### config.mk
export PLATFORM = sky130hd
export DESIGN_NAME = dual_dispatch
export DESIGN_NICKNAME = d
export VERILOG_FILES = /design/src/rtl/dsp_pkg.sv /design/src/rtl/dsp_slotbuf.sv /design/src/rtl/dsp_gate.sv /design/src/rtl/dsp_cqtag.sv /design/src/rtl/dual_dispatch.sv
export SDC_FILE = /design/constraint.sdc
export NUM_CORES = 1
export LEC_CHECK = 0
export BUFFER_PORTS_ARGS = -buffer_cell sky130_fd_sc_hd__buf_2
export CAP_MARGIN = 25
export CORE_MARGIN = 5
export CORE_UTILIZATION = 43
export DETAILED_ROUTE_END_ITERATION = 12
export MAX_ROUTING_LAYER = met4
export PLACE_DENSITY = 0.66
export SLEW_MARGIN = 20
export SYNTH_ARGS = -nofsm -noshare
export SYNTH_HDL_FRONTEND = slang
export SYNTH_HIERARCHICAL = 1
export SYNTH_SLANG_ARGS = --single-unit
### constraint.sdc
create_clock -name clk -period 3.3 [get_ports clk]
set_input_delay 0.33 -clock clk [delete_from_list [all_inputs] [get_ports clk]]
set_output_delay 0.33 -clock clk [all_outputs]
set_load 0.02 [all_outputs]
### src/rtl/dsp_pkg.sv
package dsp_pkg;
    typedef enum logic [1:0] {
        UOP_PLAIN = 2'd0,
        UOP_MEM   = 2'd1,
        UOP_ADD   = 2'd2
    } uop_kind_e;
endpackage

### src/rtl/dsp_slotbuf.sv
// Two-slot in-order instruction buffer; slot a is always the older one.
module dsp_slotbuf #(
    parameter int PL_W = 8
) (
    input  logic            clk,
    input  logic            rst_n,
    input  logic            flush,
    input  logic [1:0]      used,
    input  logic            fe_vld0,
    input  logic            fe_q0,
    input  logic            fe_upd0,
    input  logic [PL_W-1:0] fe_pl0,
    input  logic            fe_vld1,
    input  logic            fe_q1,
    input  logic            fe_upd1,
    input  logic [PL_W-1:0] fe_pl1,
    output logic [1:0]      fe_take,
    output logic            s0_vld,
    output logic            s0_q,
    output logic            s0_upd,
    output logic [PL_W-1:0] s0_pl,
    output logic            s1_vld,
    output logic            s1_q,
    output logic            s1_upd,
    output logic [PL_W-1:0] s1_pl
);
    typedef struct packed {
        logic            vld;
        logic            q;
        logic            upd;
        logic [PL_W-1:0] pl;
    } slot_t;

    typedef struct packed {
        slot_t a;
        slot_t b;
    } buf_t;

    buf_t  st_d, st_q;
    slot_t in0, in1;
    logic [1:0] take;

    always_comb begin
        in0 = '{vld: fe_vld0, q: fe_q0, upd: fe_upd0, pl: fe_pl0};
        in1 = '{vld: fe_vld0 & fe_vld1, q: fe_q1, upd: fe_upd1, pl: fe_pl1};
        st_d = st_q;
        take = 2'd0;
        case (used)
            2'd1: begin
                st_d.a = st_q.b;
                st_d.b = '0;
            end
            2'd2: begin
                st_d.a = '0;
                st_d.b = '0;
            end
            default: ;
        endcase
        if (flush) begin
            st_d = '0;
        end else if (!st_d.a.vld) begin
            if (in0.vld) begin
                st_d.a = in0;
                take   = 2'd1;
                if (in1.vld) begin
                    st_d.b = in1;
                    take   = 2'd2;
                end
            end
        end else if (!st_d.b.vld && in0.vld) begin
            st_d.b = in0;
            take   = 2'd1;
        end
    end

    always_ff @(posedge clk) begin
        if (!rst_n) st_q <= '0;
        else        st_q <= st_d;
    end

    assign fe_take = take;
    assign s0_vld  = st_q.a.vld;
    assign s0_q    = st_q.a.q;
    assign s0_upd  = st_q.a.upd;
    assign s0_pl   = st_q.a.pl;
    assign s1_vld  = st_q.b.vld;
    assign s1_q    = st_q.b.q;
    assign s1_upd  = st_q.b.upd;
    assign s1_pl   = st_q.b.pl;
endmodule

### src/rtl/dsp_gate.sv
// Decides which slots leave this cycle and whether slot 0 is cracked.
module dsp_gate #(
    parameter  int IQ_DEPTH = 8,
    parameter  int CQ_DEPTH = 14,
    localparam int IQ_CW    = $clog2(IQ_DEPTH + 1),
    localparam int CQ_CW    = $clog2(CQ_DEPTH + 1)
) (
    input  logic             flush,
    input  logic             s0_vld,
    input  logic             s0_q,
    input  logic             s0_upd,
    input  logic             s1_vld,
    input  logic             s1_q,
    input  logic             s1_upd,
    input  logic [IQ_CW-1:0] iq0_free,
    input  logic [IQ_CW-1:0] iq1_free,
    input  logic [CQ_CW-1:0] cq_free,
    output logic             go0,
    output logic             go1,
    output logic             crack
);
    logic [IQ_CW-1:0] room0, room1;
    int               need1;

    always_comb begin
        go0   = 1'b0;
        go1   = 1'b0;
        crack = 1'b0;
        room0 = s0_q ? iq1_free : iq0_free;
        room1 = s1_q ? iq1_free : iq0_free;
        need1 = (s1_q == s0_q) ? 2 : 1;
        if (!flush && s0_vld) begin
            if (s0_upd) begin
                if (int'(cq_free) >= 2 && int'(room0) >= 2) begin
                    go0   = 1'b1;
                    crack = 1'b1;
                end
            end else if (int'(cq_free) >= 1 && int'(room0) >= 1) begin
                go0 = 1'b1;
                if (s1_vld && !s1_upd && int'(cq_free) >= 2 && int'(room1) >= need1)
                    go1 = 1'b1;
            end
        end
    end
endmodule

### src/rtl/dsp_cqtag.sv
// Completion-queue tail pointer; hands out consecutive entry indices.
module dsp_cqtag #(
    parameter  int CQ_DEPTH = 14,
    localparam int TW       = $clog2(CQ_DEPTH)
) (
    input  logic          clk,
    input  logic          rst_n,
    input  logic [1:0]    adv,
    output logic [TW-1:0] tag0,
    output logic [TW-1:0] tag1
);
    typedef struct packed {
        logic [TW-1:0] tail;
    } tag_st_t;

    tag_st_t st_d, st_q;

    function automatic logic [TW-1:0] bump(input logic [TW-1:0] v);
        return (int'(v) == CQ_DEPTH - 1) ? '0 : v + 1'b1;
    endfunction

    always_comb begin
        st_d = st_q;
        case (adv)
            2'd1:    st_d.tail = bump(st_q.tail);
            2'd2:    st_d.tail = bump(bump(st_q.tail));
            default: ;
        endcase
    end

    always_ff @(posedge clk) begin
        if (!rst_n) st_q <= '0;
        else        st_q <= st_d;
    end

    assign tag0 = st_q.tail;
    assign tag1 = bump(st_q.tail);
endmodule

### src/rtl/dual_dispatch.sv
module dual_dispatch #(
    parameter  int PL_W     = 8,
    parameter  int IQ_DEPTH = 8,
    parameter  int CQ_DEPTH = 14,
    localparam int IQ_CW    = $clog2(IQ_DEPTH + 1),
    localparam int CQ_CW    = $clog2(CQ_DEPTH + 1),
    localparam int TW       = $clog2(CQ_DEPTH)
) (
    input  logic             clk,
    input  logic             rst_n,
    input  logic             flush,
    input  logic             fe_vld0,
    input  logic             fe_q0,
    input  logic             fe_upd0,
    input  logic [PL_W-1:0]  fe_pl0,
    input  logic             fe_vld1,
    input  logic             fe_q1,
    input  logic             fe_upd1,
    input  logic [PL_W-1:0]  fe_pl1,
    output logic [1:0]       fe_take,
    input  logic [IQ_CW-1:0] iq0_free,
    input  logic [IQ_CW-1:0] iq1_free,
    input  logic [CQ_CW-1:0] cq_free,
    output logic             dl0_vld,
    output logic             dl0_q,
    output logic [1:0]       dl0_kind,
    output logic [PL_W-1:0]  dl0_pl,
    output logic [TW-1:0]    dl0_tag,
    output logic             dl1_vld,
    output logic             dl1_q,
    output logic [1:0]       dl1_kind,
    output logic [PL_W-1:0]  dl1_pl,
    output logic [TW-1:0]    dl1_tag
);
    import dsp_pkg::*;

    logic            s0_vld, s0_q, s0_upd, s1_vld, s1_q, s1_upd;
    logic [PL_W-1:0] s0_pl, s1_pl;
    logic            go0, go1, crack;
    logic [1:0]      used, lanes;
    logic [TW-1:0]   tag0, tag1;

    assign used  = {1'b0, go0} + {1'b0, go1};
    assign lanes = {1'b0, go0} + {1'b0, go1 | crack};

    dsp_slotbuf #(.PL_W(PL_W)) u_buf (
        .clk(clk), .rst_n(rst_n), .flush(flush), .used(used),
        .fe_vld0(fe_vld0), .fe_q0(fe_q0), .fe_upd0(fe_upd0), .fe_pl0(fe_pl0),
        .fe_vld1(fe_vld1), .fe_q1(fe_q1), .fe_upd1(fe_upd1), .fe_pl1(fe_pl1),
        .fe_take(fe_take),
        .s0_vld(s0_vld), .s0_q(s0_q), .s0_upd(s0_upd), .s0_pl(s0_pl),
        .s1_vld(s1_vld), .s1_q(s1_q), .s1_upd(s1_upd), .s1_pl(s1_pl)
    );

    dsp_gate #(.IQ_DEPTH(IQ_DEPTH), .CQ_DEPTH(CQ_DEPTH)) u_gate (
        .flush(flush),
        .s0_vld(s0_vld), .s0_q(s0_q), .s0_upd(s0_upd),
        .s1_vld(s1_vld), .s1_q(s1_q), .s1_upd(s1_upd),
        .iq0_free(iq0_free), .iq1_free(iq1_free), .cq_free(cq_free),
        .go0(go0), .go1(go1), .crack(crack)
    );

    dsp_cqtag #(.CQ_DEPTH(CQ_DEPTH)) u_tag (
        .clk(clk), .rst_n(rst_n), .adv(lanes), .tag0(tag0), .tag1(tag1)
    );

    always_comb begin
        dl0_vld  = go0;
        dl0_q    = s0_q;
        dl0_kind = crack ? UOP_MEM : UOP_PLAIN;
        dl0_pl   = s0_pl;
        dl0_tag  = tag0;
        dl1_vld  = go1 | crack;
        dl1_q    = crack ? s0_q : s1_q;
        dl1_kind = crack ? UOP_ADD : UOP_PLAIN;
        dl1_pl   = crack ? s0_pl : s1_pl;
        dl1_tag  = tag1;
    end
endmodule

==> results of run 1 <==
==> report_power, final <==
| part | leakage [nW] | switching, mW | total (mW) | internal [mW] |
|---|---|---|---|---|
| sequential | 0.213 | 0.0143 | 0.339 | 0.325 |
| clock | 0.0288 | 0.114 | 0.221 | 0.107 |
| combinational | 0.983 | 0.116 | 0.208 | 0.0923 |
==> cells by family after synthesis <==
group / count (synthesis) / synth area share
compound gates: 74 / 0.307
buf+inv: 32 / 0.0794
mux: 11 / 0.0694
simple gates: 98 / 0.252
xor+xnor: 1 / 0.00389
flops: 26 / 0.231
fa+ha+maj: 10 / 0.0556
other cells: 1 / 0.00167
==> area by class of cell <==
type | instances | area, um2
multi-input cells | 196 | 1650
flip-flops and latches | 26 | 526
inverters | 8 | 30.0
fillers | 509 | 2300
repair buffers | 82 | 450
clock buffers | 4 | 55.1
well taps | 70 | 87.6
==> synthesized netlist by cell type (2+ instances only) <==
library cell	count
and3_1	12
and2_1	14
a31oi_1	4
or3_1	2
o21a_1	2
a22oi_1	10
nand2b_1	5
nand2_1	24
or2_1	2
ha_1	10
nor3_1	3
nand3b_1	11
o21ai_0	8
dfxtp_1	26
a21oi_1	6
nor2_1	5
nand4_1	10
buf_6	3
inv_1	8
mux2_4	9
clkbuf_1	5
nor2b_1	3
buf_4	7
nand3_1	2
buf_2	7
a2111oi_2	10
a221o_1	10
a211oi_2	10
a211oi_1	3
==> metal layers <==
metal / part of all wire / wire, um / up-vias / global-route usage
met5: 0 / 0 / - / -
met4: 0.013 / 77 / 0 / 0.0498
met2: 0.44 / 2640 / 64 / 0.272
met1: 0.49 / 2940 / 1009 / 0.262
li1: - / - / 1078 / -
met3: 0.055 / 328 / 11 / 0.0184
==> through the flow <==
stage | hold WS [ns] | util
floorplan | 0.448 | -
global placement | 0.575 | 0.519
detailed placement | 0.581 | 0.519
CTS | 0.291 | 0.547
global route | 0.302 | 0.549
finish | 0.292 | 0.549
==> timing repair <==
item	CTS	global route
setup buffers	1	0
resized for setup	14	1
pin swaps	6	2
setup endpoints to repair	2	2
==> flip-flops by register name, indices dropped and copies added, names as in the netlist <==
register	flops
u_buf/s1_vld	1
u_buf/s0_q	1
u_tag/tag0	4
u_buf/s1_upd	1
u_buf/s0_upd	1
u_buf/s1_q	1
u_buf/s1_pl	8
u_buf/s0_vld	1
u_buf/s0_pl	8
==> critical path, cell delays in order, from the launching register on <==
cell	delay (ns)
dfxtp_4	0.41
mux2i_1	0.21
ha_1	0.25
nand2b_4	0.15
a211oi_4	0.20
nor3_2	0.07
ha_1	0.31
ha_4	0.23
and3b_4	0.31
nor2_2	0.06
a2111oi_4	0.29
buf_4	0.20
==> layout by cell type, fill, tap and decap left out, types with 3 or more instances in the layout <==
| master | n |
|---|---|
| a2111oi_2 | 9 |
| a211oi_2 | 11 |
| a21oi_1 | 6 |
| a221o_1 | 10 |
| a22oi_1 | 10 |
| a31oi_1 | 4 |
| and2_1 | 14 |
| and3_1 | 11 |
| buf_2 | 66 |
| buf_4 | 16 |
| clkbuf_8 | 4 |
| dfxtp_1 | 24 |
| ha_1 | 8 |
| inv_1 | 8 |
| mux2_4 | 10 |
| nand2_1 | 24 |
| nand2b_1 | 4 |
| nand3b_1 | 11 |
| nand4_1 | 10 |
| nor2_1 | 4 |
| nor2b_1 | 3 |
| o21ai_0 | 8 |
==> worst max path at each step <==
stage / from / to / slack, ns / cells past startpoint
finish: u_buf/s1_q / fe_take[0] / -0.01 / 11
global route: u_buf/s1_q / fe_take[0] / -0.14 / 11
CTS: u_buf/s1_q / fe_take[0] / -0.02 / 11
detailed placement: u_buf/s1_q / fe_take[0] / -0.03 / 11
global placement: u_buf/s1_q / fe_take[0] / 0.05 / 10
floorplan: u_buf/s1_q / fe_take[1] / 0.02 / 11
==> results.tsv, run 1 <==
stage	metric	value	unit
global_routing	grt_pass1_wl	9520	um
synthesis	synth_edf_count	0	
critical_path	crit_type	register to output port	
critical_path	r2r_cells	12	
timing	fin_setup_tns	-0.0108	ns
synthesis	yosysTopAreaCellShare	0.231	
detailed_routing	routedWlPerCell	15.5	um
detailed_routing	via_per_inst	5.60	
synthesis	netlist_area	0.00225	mm2
synthesis	yosys.area.top_type	dfxtp_1	
detailed_routing	drtIter0Drc	200	
placed_design	finalWeightedCongestion	0.834	
timing	maxSlewViolCount	0	
clock_tree	cts_tree	yes	
timing	timing.slew.headroom	0.282	
timing	rsz0062_at_grt	yes	
hold_path	hp-start	fe_q0	
placed_design	hpwlAfterDp	4410	um
detailed_routing	drt_wl_total	5990	um
synthesis	yosysSeqAreaShare	0.231	
placed_design	io_buffers	68	
detailed_routing	ant_nets	0	
clock_tree	clock_path_buffers	2	
power_and_ir_drop	p_leak	1.22	nW
die	core	0.00511	mm2
timing	fin_crit_sh	1.00	
critical_path	worst-path-max-fanout	5	
timing	period_needed	3.31	ns
synthesis	avgSynthCellArea	8.90	um2
critical_path	endpoint_kind	output port	
synthesis	ys.flop_type	dfxtp_1	
critical_path	r2r_end	u_buf/s1_q	
run	maxCapViolCount	0	
clock_tree	clockRootBuffer	clkbuf_8	
clock_tree	cts.clk_slew.worst_paths	0.10	ns
timing	final.setup.worst_slack	-0.0108	ns
hold_path	hp-class	input pin to register	
finish	area_growth	24.4	%
timing	finalClockSkew	0.00321	ns
global_routing	antenna_found_initial	0	
clock_tree	numCtsBuffers	3	
detailed_routing	drc	0	
die	ios	71	
global_routing	gr-total-overflow	0	
timing	fmaxAchievable	302	MHz
finish	final_cell_area	0.00280	mm2
critical_path	r2r_start	u_buf/s1_q	
clock_tree	cts_hold_buf	0	
die	die-area	0.00678	mm2
synthesis	syn_inst	253	
placed_design	place_inst	381	
global_routing	track_usage	0.183	
finish	final_cells	386	
power_and_ir_drop	vdd_drop_max	0.167	mV
hold_path	whs_path_depth	3	
timing	finalHoldViolations	0	
finish	drive_gt1_frac	0.424	
synthesis	post_synth_main_area_contributors	dfxtp_1, a2111oi_2, mux2_4, a211oi_2, ha_1	
finish	diodes	0	
detailed_routing	first_pass_iters	5	
hold_path	min_to	u_buf/s0_q	
critical_path	r2r_slack	0.30	ns
run_status	outcome	finished, violations left	
detailed_routing	vias	2162	
clock_tree	htree_levels	1	
die	start_util	0.441	
run_status	violations	setup timing	
die	die-height	82.4	um
power_and_ir_drop	p_total	768	uW
critical_path	startpoint_type	register	
critical_path	arrival	2.98	ns
synthesis	synth_cell_types	51	
die	dieWidth	82.4	um
global_routing	grt_max_degree	23	
clock_tree	clkLatencyLatePin	0.28	ns
timing	tightestPinTransition	1.08	ns
timing	finalSetupViolations	1	
global_routing	grt_pass1_vias	1981	
placed_design	place_ws	-0.0260	ns
critical_path	required	2.97	ns
power_and_ir_drop	power-per-cell-area	274	mW/mm2
synthesis	async_flop_share	0	
finish	finalNetCount	364	
synthesis	synth.ff_latch_count	26	
clock_tree	clock-sinks	26	
die	rows	26	
placed_design	placed_area	0.00265	mm2
synthesis	yosysWarnings	6	
Note: power is estimated with default switching activity, not from simulation.
==> inputs of run 2 (changes only) <==
PLACE_DENSITY = 0.7   (was 0.66)
SYNTH_HIERARCHICAL = unset   (was 1)
==> results.tsv, run 2 <==
stage	metric	value	unit	change
global_routing	grtUsageMet3	0.0205		+0.00208
die	rows	23		-12%
die	start_util	0.436		-0.00459
clock_tree	numCtsBuffers	3		unchanged
timing	tightestPinTransition	0.920	ns	-0.156 ns
synthesis	yosysWarnings	0		-6
critical_path	r2r_start	u_buf.s1_q		
timing	fmaxAchievable	303	MHz	+0.31%
detailed_routing	drtIter0Drc	169		-16%
critical_path	crit_type	register to output port		
global_routing	grt_pass1_wl	7670	um	-19%
timing	timing.slew.headroom	0.387		+0.104
timing	period_needed	3.30	ns	-0.0103 ns
die	die-height	73.3	um	-11%
detailed_routing	vias	1926		-11%
run_status	outcome	finished, violations left		
global_routing	grt.busiest_layer	met2		
critical_path	worst-path-max-fanout	3		-2
synthesis	post_synth_main_area_contributors	dfxtp_1, a211oi_1, nand2_1, nor2_1, a21oi_1		
finish	multiInputGateArea	0.00112	mm2	-33%
run	maxCapViolCount	0		unchanged
clock_tree	cts.clk_slew.worst_paths	0.09	ns	about the same
power_and_ir_drop	p_leak	1.04	nW	-15%
finish	fin_util	0.574		+0.0257
critical_path	startpoint_type	register		
critical_path	r2r_cells	14		+2
critical_path	arrival	2.97	ns	about the same
detailed_routing	drt_wl_total	5020	um	-16%
clock_tree	cts_hold_buf	0		unchanged
placed_design	place_inst	352		-7.6%
placed_design	placed_area	0.00209	mm2	-21%
synthesis	synth_cell_types	40		-22%
synthesis	avgSynthCellArea	6.99	um2	-21%
global_routing	gr-usage-met2	0.304		+0.0314
timing	fin_crit_sh	1.00		-0.00311
power_and_ir_drop	power-per-cell-area	311	mW/mm2	+14%
clock_tree	htree_levels	1		unchanged
hold_path	hp-start	rst_n		
clock_tree	clock-sinks	26		unchanged
timing	rsz0062_at_grt	yes		
synthesis	yosysMostFrequentCell	nand2_1		
detailed_routing	via_per_inst	5.35		-4.5%
finish	finalNetCount	352		-3.3%
synthesis	synth_common_cells	nand2_1, nor2_1, dfxtp_1		
die	core	0.00394	mm2	-23%
detailed_routing	drc	0		unchanged
synthesis	synth.ff_latch_count	26		unchanged
synthesis	yosysSeqAreaShare	0.303		+0.0714
finish	drive_gt1_frac	0.335		-0.0886
global_routing	track_usage	0.183		about the same
detailed_routing	ant_nets	0		unchanged
global_routing	grt_max_degree	31		+35%
detailed_routing	routedWlPerCell	14.0	um	-10%
finish	nFillCells	394		-23%
placed_design	hpwlAfterDp	3470	um	-21%
finish	layout_common_cells	buf_2, nand2_1, nor2_1		
finish	final_cells	360		-6.7%
synthesis	async_flop_share	0		unchanged
finish	mostFrequentLayoutCell	buf_2		
detailed_routing	first_pass_iters	4		-1
finish	diodes	0		unchanged
placed_design	io_buffers	68		unchanged
clock_tree	clockRootBuffer	clkbuf_8		
clock_tree	clkLatencyLatePin	0.27	ns	about the same
critical_path	endpoint_kind	output port		
die	die-area	0.00537	mm2	-21%
die	dieWidth	73.3	um	-11%
synthesis	netlist_area	0.00172	mm2	-24%
timing	finalClockSkew	0.00274	ns	-0.000470 ns
run_status	violations	setup timing		
critical_path	required	2.97	ns	about the same
global_routing	grt_util_met1	0.228		-0.0341
timing	finalSetupViolations	1		unchanged
synthesis	ys.flop_type	dfxtp_1		
finish	final_cell_area	0.00226	mm2	-19%
timing	final.setup.worst_slack	-0.000490	ns	+0.0103 ns
synthesis	synth_edf_count	0		unchanged
placed_design	finalWeightedCongestion	0.770		-7.6%
timing	finalHoldViolations	0		unchanged
critical_path	cp-startpoint	u_buf.s1_q		
finish	seq_area	523	um2	-0.48%
die	ios	71		unchanged
global_routing	gr-total-overflow	0		unchanged
synthesis	syn_inst	246		-2.8%
global_routing	grt_pass1_vias	1752		-12%
timing	maxSlewViolCount	0		unchanged
finish	area_growth	31.6	%	
clock_tree	clock_path_buffers	2		unchanged
hold_path	whs_path_depth	3		unchanged
hold_path	hp-class	input pin to register		
global_routing	antenna_found_initial	0		unchanged
clock_tree	cts_tree	yes		
synthesis	yosysTopAreaCellShare	0.303		+0.0714
power_and_ir_drop	vdd_drop_max	0.133	mV	-21%
synthesis	yosys.area.top_type	dfxtp_1		
[run 2: cell count changes after synthesis, moves of 11 or more]
cell,previous run,this run
a21oi_1,6,22
and3_1,12,0
nor2_1,5,42
and2_1,14,2
nand3b_1,11,0
nand2_1,24,44
a211oi_1,3,23
[run 2: logic make-up (layout without fill, tap and decap cells)]
family | Yosys count | count (layout) | share of synthesized area
xor+xnor | 2 | 2 | 0.0102
mux | 5 | 5 | 0.0313
fa+ha+maj | 3 | 3 | 0.0218
simple gates | 111 | 111 | 0.283
flops | 26 | 26 | 0.303
other cells | 1 | 2 | 0.00218
compound gates | 67 | 67 | 0.266
buf+inv | 31 | 94 | 0.0829
[run 2: layout make-up]
| type | instances | area share |
|---|---|---|
| Multi-Input combinational cell | 190 | 0.493 |
| Sequential cell | 26 | 0.231 |
| Timing Repair Buffer | 82 | 0.215 |
| Tap cell | 50 | 0.0276 |
| Clock buffer | 3 | 0.0182 |
| Inverter | 9 | 0.0149 |
[run 2: metrics by stage]
step / hold WS [ns] / total power, mW / setup slack (ns) / TNS (ns)
detailed placement: 0.484 / 0.512 / 0.207 / 0
global placement: 0.485 / 0.510 / 0.274 / 0
CTS: 0.319 / 0.700 / 0.00137 / 0
global route: 0.333 / 0.741 / -0.0981 / -0.125
finish: 0.326 / 0.705 / -0.000490 / -0.000490
floorplan: 0.454 / 0.453 / 0.144 / 0
[run 2: worst max-delay path, cell delays in order (launching register included)]
cell and delay (ns):
dfxtp_2 0.36, mux2_4 0.30, ha_1 0.28, a21boi_1 0.13, o31a_1 0.32, nand2_2 0.10, ha_4 0.22, nand2_2 0.07
nor2_2 0.04, a21oi_4 0.17, inv_2 0.06, or3_1 0.36, a21oi_2 0.16, buf_6 0.14
[run 2: report_power, final]
group / leakage [nW] / switching (mW) / internal [mW]
sequential: 0.213 / 0.0129 / 0.327
clock: 0.0216 / 0.102 / 0.0821
combinational: 0.807 / 0.103 / 0.0777
total: 1.04 / 0.218 / 0.487
[run 2: repair_timing]
action | in CTS | in global routing
gates resized for setup | 5 | 14
gates cloned | 0 | 1
setup endpoints to repair | 1 | 2
pin swaps | 0 | 7
hold endpoints to repair | 0 | 0
buffers inserted | 0 | 4
[run 2: path summary, 6_finish.rpt]
| check | to | slack, ns |
|---|---|---|
| worst max-delay path | fe_take[0] | -0.0005 |
| worst min-delay path | u_tag.tag0[1] | 0.33 |
| worst max register to register | u_buf.s0_pl[6] | 0.54 |
| worst min register to register | u_buf.s1_vld | 0.53 |
[run 2: routing by layer]
layer  vias to the layer above  share of wire
met5                         -              0
met3                         8          0.047
met2                        46           0.50
met4                         0          0.014
met1                       878           0.44
li1                        994              -
==> inputs of run 3 (changes only) <==
ABC_AREA = 1   (was unset)
PLACE_DENSITY = 0.69   (was 0.7)
==> results.tsv, run 3 <==
stage	metric	value	unit	change
global_routing	track_usage	0.189		+0.00628
clock_tree	clkLatencyLatePin	0.27	ns	about the same
clock_tree	cts.clk_slew.worst_paths	0.10	ns	about the same
timing	maxSlewViolCount	0		unchanged
timing	holdWs	0.296	ns	-0.0302 ns
placed_design	io_buffers	68		unchanged
critical_path	worst-path-max-fanout	11		+8
finish	fin_util	0.554		-0.0208
power_and_ir_drop	p_int	554	uW	+14%
critical_path	crit_slowest_cell	dfxtp_2		
die	dieWidth	74.4	um	+1.6%
die	core	0.00400	mm2	+1.5%
critical_path	arrival	2.70	ns	-0.27 ns
critical_path	crit_type	register to output port		
clock_tree	clock_path_buffers	2		unchanged
critical_path	endpoint_kind	output port		
finish	drive_gt1_frac	0.281		-0.0549
power_and_ir_drop	p_comb_frac	0.216		-0.041
timing	period_needed	3.03	ns	-0.268 ns
critical_path	path_delay_family	simple AND/OR/NAND/NOR gates		
power_and_ir_drop	p_seq_frac	0.440		-0.042
critical_path	cpPeakStageDelay	0.38	ns	+0.02 ns
finish	nFillCells	421		+6.9%
power_and_ir_drop	power-per-cell-area	350	mW/mm2	+13%
die	start_util	0.446		+0.00967
hold_path	hp-start	rst_n		
global_routing	gr-total-overflow	0		unchanged
die	die-height	74.4	um	+1.6%
run_status	outcome	completed		
detailed_routing	via_per_inst	5.21		-2.6%
finish	finalNetCount	376		+6.8%
synthesis	yosysWarnings	0		unchanged
clock_tree	numCtsBuffers	3		unchanged
placed_design	finalWeightedCongestion	0.856		+11%
global_routing	antenna_found_initial	0		unchanged
power_and_ir_drop	p_clk_frac	0.344		+0.083
synthesis	syn_inst	277		+13%
finish	multiInputGateArea	0.00106	mm2	-5.2%
critical_path	path_buf_inv	5		+3
power_and_ir_drop	p_sw	223	uW	+2.0%
run	maxCapViolCount	0		unchanged
power_and_ir_drop	p_leak	1.10	nW	+5.3%
timing	timing.slew.headroom	0.578		+0.192
global_routing	grt_pass1_wl	8080	um	+5.3%
synthesis	yosysSeqAreaShare	0.292		-0.0108
finish	diodes	0		unchanged
clock_tree	cts_tree	yes		
detailed_routing	drc	0		unchanged
critical_path	startpoint_type	register		
finish	seq_area	526	um2	+0.48%
finish	layout_common_cells	buf_2, nand2_1, o21ai_0		
hold_path	hp-class	input pin to register		
synthesis	yosysMostFrequentCell	nand2_1		
timing	fin_setup_tns	0	ns	+0.000490 ns
detailed_routing	drt_wl_total	5010	um	-0.32%
synthesis	synth_cell_types	28		-30%
timing	finalSetupViolations	0		-1
synthesis	ys.flop_type	dfxtp_1		
global_routing	grt_pass1_vias	1749		-0.17%
timing	rsz0062_at_grt	no		
detailed_routing	vias	2006		+4.2%
critical_path	r2r_cells	18		+4
critical_path	r2r_slack	0.59	ns	+0.05 ns
synthesis	async_flop_share	0		unchanged
critical_path	r2r_start	u_buf.s0_q		
timing	finalClockSkew	0.00661	ns	+0.00387 ns
hold_path	min_to	u_tag.tag0[0]		
synthesis	avgSynthCellArea	6.44	um2	-7.9%
die	rows	23		unchanged
power_and_ir_drop	p_sw_frac	0.287		-0.0227
die	ios	71		unchanged
detailed_routing	first_pass_iters	4		unchanged
detailed_routing	drtIter0Drc	117		-31%
clock_tree	htree_levels	1		unchanged
critical_path	crit_path_frequent_cell	nand2_1		
synthesis	netlist_area	0.00178	mm2	+3.7%
synthesis	yosysTopAreaCellShare	0.292		-0.0108
synthesis	post_synth_main_area_contributors	dfxtp_1, nand2_1, o21ai_0, a21oi_1, nand3_1		
detailed_routing	ant_nets	0		unchanged
synthesis	synth.ff_latch_count	26		unchanged
placed_design	hpwlAfterDp	3930	um	+13%
power_and_ir_drop	vdd_drop_max	0.164	mV	+24%
clock_tree	clock-sinks	26		unchanged
critical_path	path_cells	xor2_2 -> ha_1 -> inv_1 -> nand2_1 -> nand2_1 -> nand2_1 -> nor2_1 -> nor2_1 -> nand2_2 -> ha_4 -> inv_2 -> nand2_1 -> inv_4 -> nand2_1 -> nand2_2 -> nor2_1 -> inv_1 -> a2bb2oi_1 -> nor2_1 -> buf_2		
synthesis	synth_common_cells	nand2_1, o21ai_0, dfxtp_1, inv_1, a21oi_1		
global_routing	grt_max_degree	24		-23%
die	die-area	0.00554	mm2	+3.2%
synthesis	synth_edf_count	0		unchanged
critical_path	r2r_end	u_buf.s1_q		
detailed_routing	routedWlPerCell	13.0	um	-6.8%
timing	fmaxAchievable	330	MHz	+8.9%
finish	mostFrequentLayoutCell	buf_2		
timing	finalHoldViolations	0		unchanged
timing	fin_crit_sh	0.919		-0.0813
hold_path	whs_path_depth	3		unchanged
timing	tightestPinTransition	0.630	ns	-0.290 ns
synthesis	yosys.area.top_type	dfxtp_1		
finish	area_growth	24.1	%	
critical_path	required	2.97	ns	about the same
clock_tree	clockRootBuffer	clkbuf_8		
[run 3: changes by cell type in the layout (fill, tap and decap cells not counted), sizes merged, moves of 10 or more]
| cell | delta |
|---|---|
| a211oi | -23 |
| a221oi | +10 |
| a22oi | +10 |
| inv | +20 |
| nand2 | +29 |
| nand3 | +20 |
| nor2 | -28 |
| nor3 | -10 |
| o21ai | +29 |
[run 3: cell families (layout without fill, tap and decap cells)]
family | after synthesis | after routing | share of synthesized area
buf+inv | 50 | 107 | 0.128
flops | 26 | 26 | 0.292
fa+ha+maj | 3 | 3 | 0.0210
xor+xnor | 1 | 1 | 0.00491
other cells | 1 | 2 | 0.00210
compound gates | 85 | 85 | 0.281
simple gates | 110 | 110 | 0.265
mux | 1 | 1 | 0.00561
[run 3: worst max-delay path by stage]
stage / to / cells past startpoint / start / slack (ns)
global route: fe_take[0] / 20 / u_buf.s1_q / 0.0007
finish: fe_take[0] / 20 / u_buf.s0_q / 0.27
CTS: fe_take[0] / 20 / u_buf.s1_q / 0.06
global placement: fe_take[0] / 20 / u_buf.s1_q / 0.41
floorplan: fe_take[0] / 20 / u_buf.s0_q / 0.44
detailed placement: fe_take[0] / 20 / u_buf.s1_q / 0.30
[run 3: power groups by stage]
stage	Combinational [mW]	Clock, mW	Sequential [mW]
after CTS	0.166	0.271	0.342
after detailed placement	0.165	0	0.349
after floorplan	0.104	0	0.351
after global routing	0.188	0.284	0.344
after global placement	0.165	0	0.349
final	0.168	0.267	0.342
[run 3: worst min-delay path, delay by kind of cell]
| kind | cells | cell delay (ns) |
|---|---|---|
| buffers and inverters | 1 | 0.12 |
| AND/OR/NAND/NOR | 2 | 0.09 |
[run 3: routing by layer]
layer	wire, um	vias up	part of all wire	GRT usage
met1	2310	905	0.46	0.261
met3	288	2	0.058	0.0270
met4	36	0	0.0072	0.0534
met2	2380	58	0.47	0.287
li1	-	1041	-	-
met5	0	-	0	-
[run 3: per-stage QoR]
stage / total power, mW / instance area [um2] / cells / worst slack, ns
2_1_floorplan: 0.456 / 1790 / 278 / 0.439
3_3_place_gp: 0.513 / 2110 / 380 / 0.409
3_5_place_dp: 0.514 / 2110 / 380 / 0.298
4_1_cts: 0.778 / 2180 / 384 / 0.0643
5_1_grt: 0.816 / 2210 / 385 / 0.000676
6_report: 0.776 / 2210 / 385 / 0.268
[run 3: timing repair]
item,4_1_cts,5_1_grt
cloned,0,0
setup buffers,0,1
hold buffers,0,0
gates resized for setup,2,5
endpoints found under the setup margin,1,3
[run 3: area by class of cell]
class                      count  area share
multi-input combinational    202       0.478
sequential                    26       0.237
timing repair buffer          74       0.174
inverter                      29      0.0503
tap                           50      0.0282
clock buffer                   3      0.0186
clock inverter                 1      0.0136
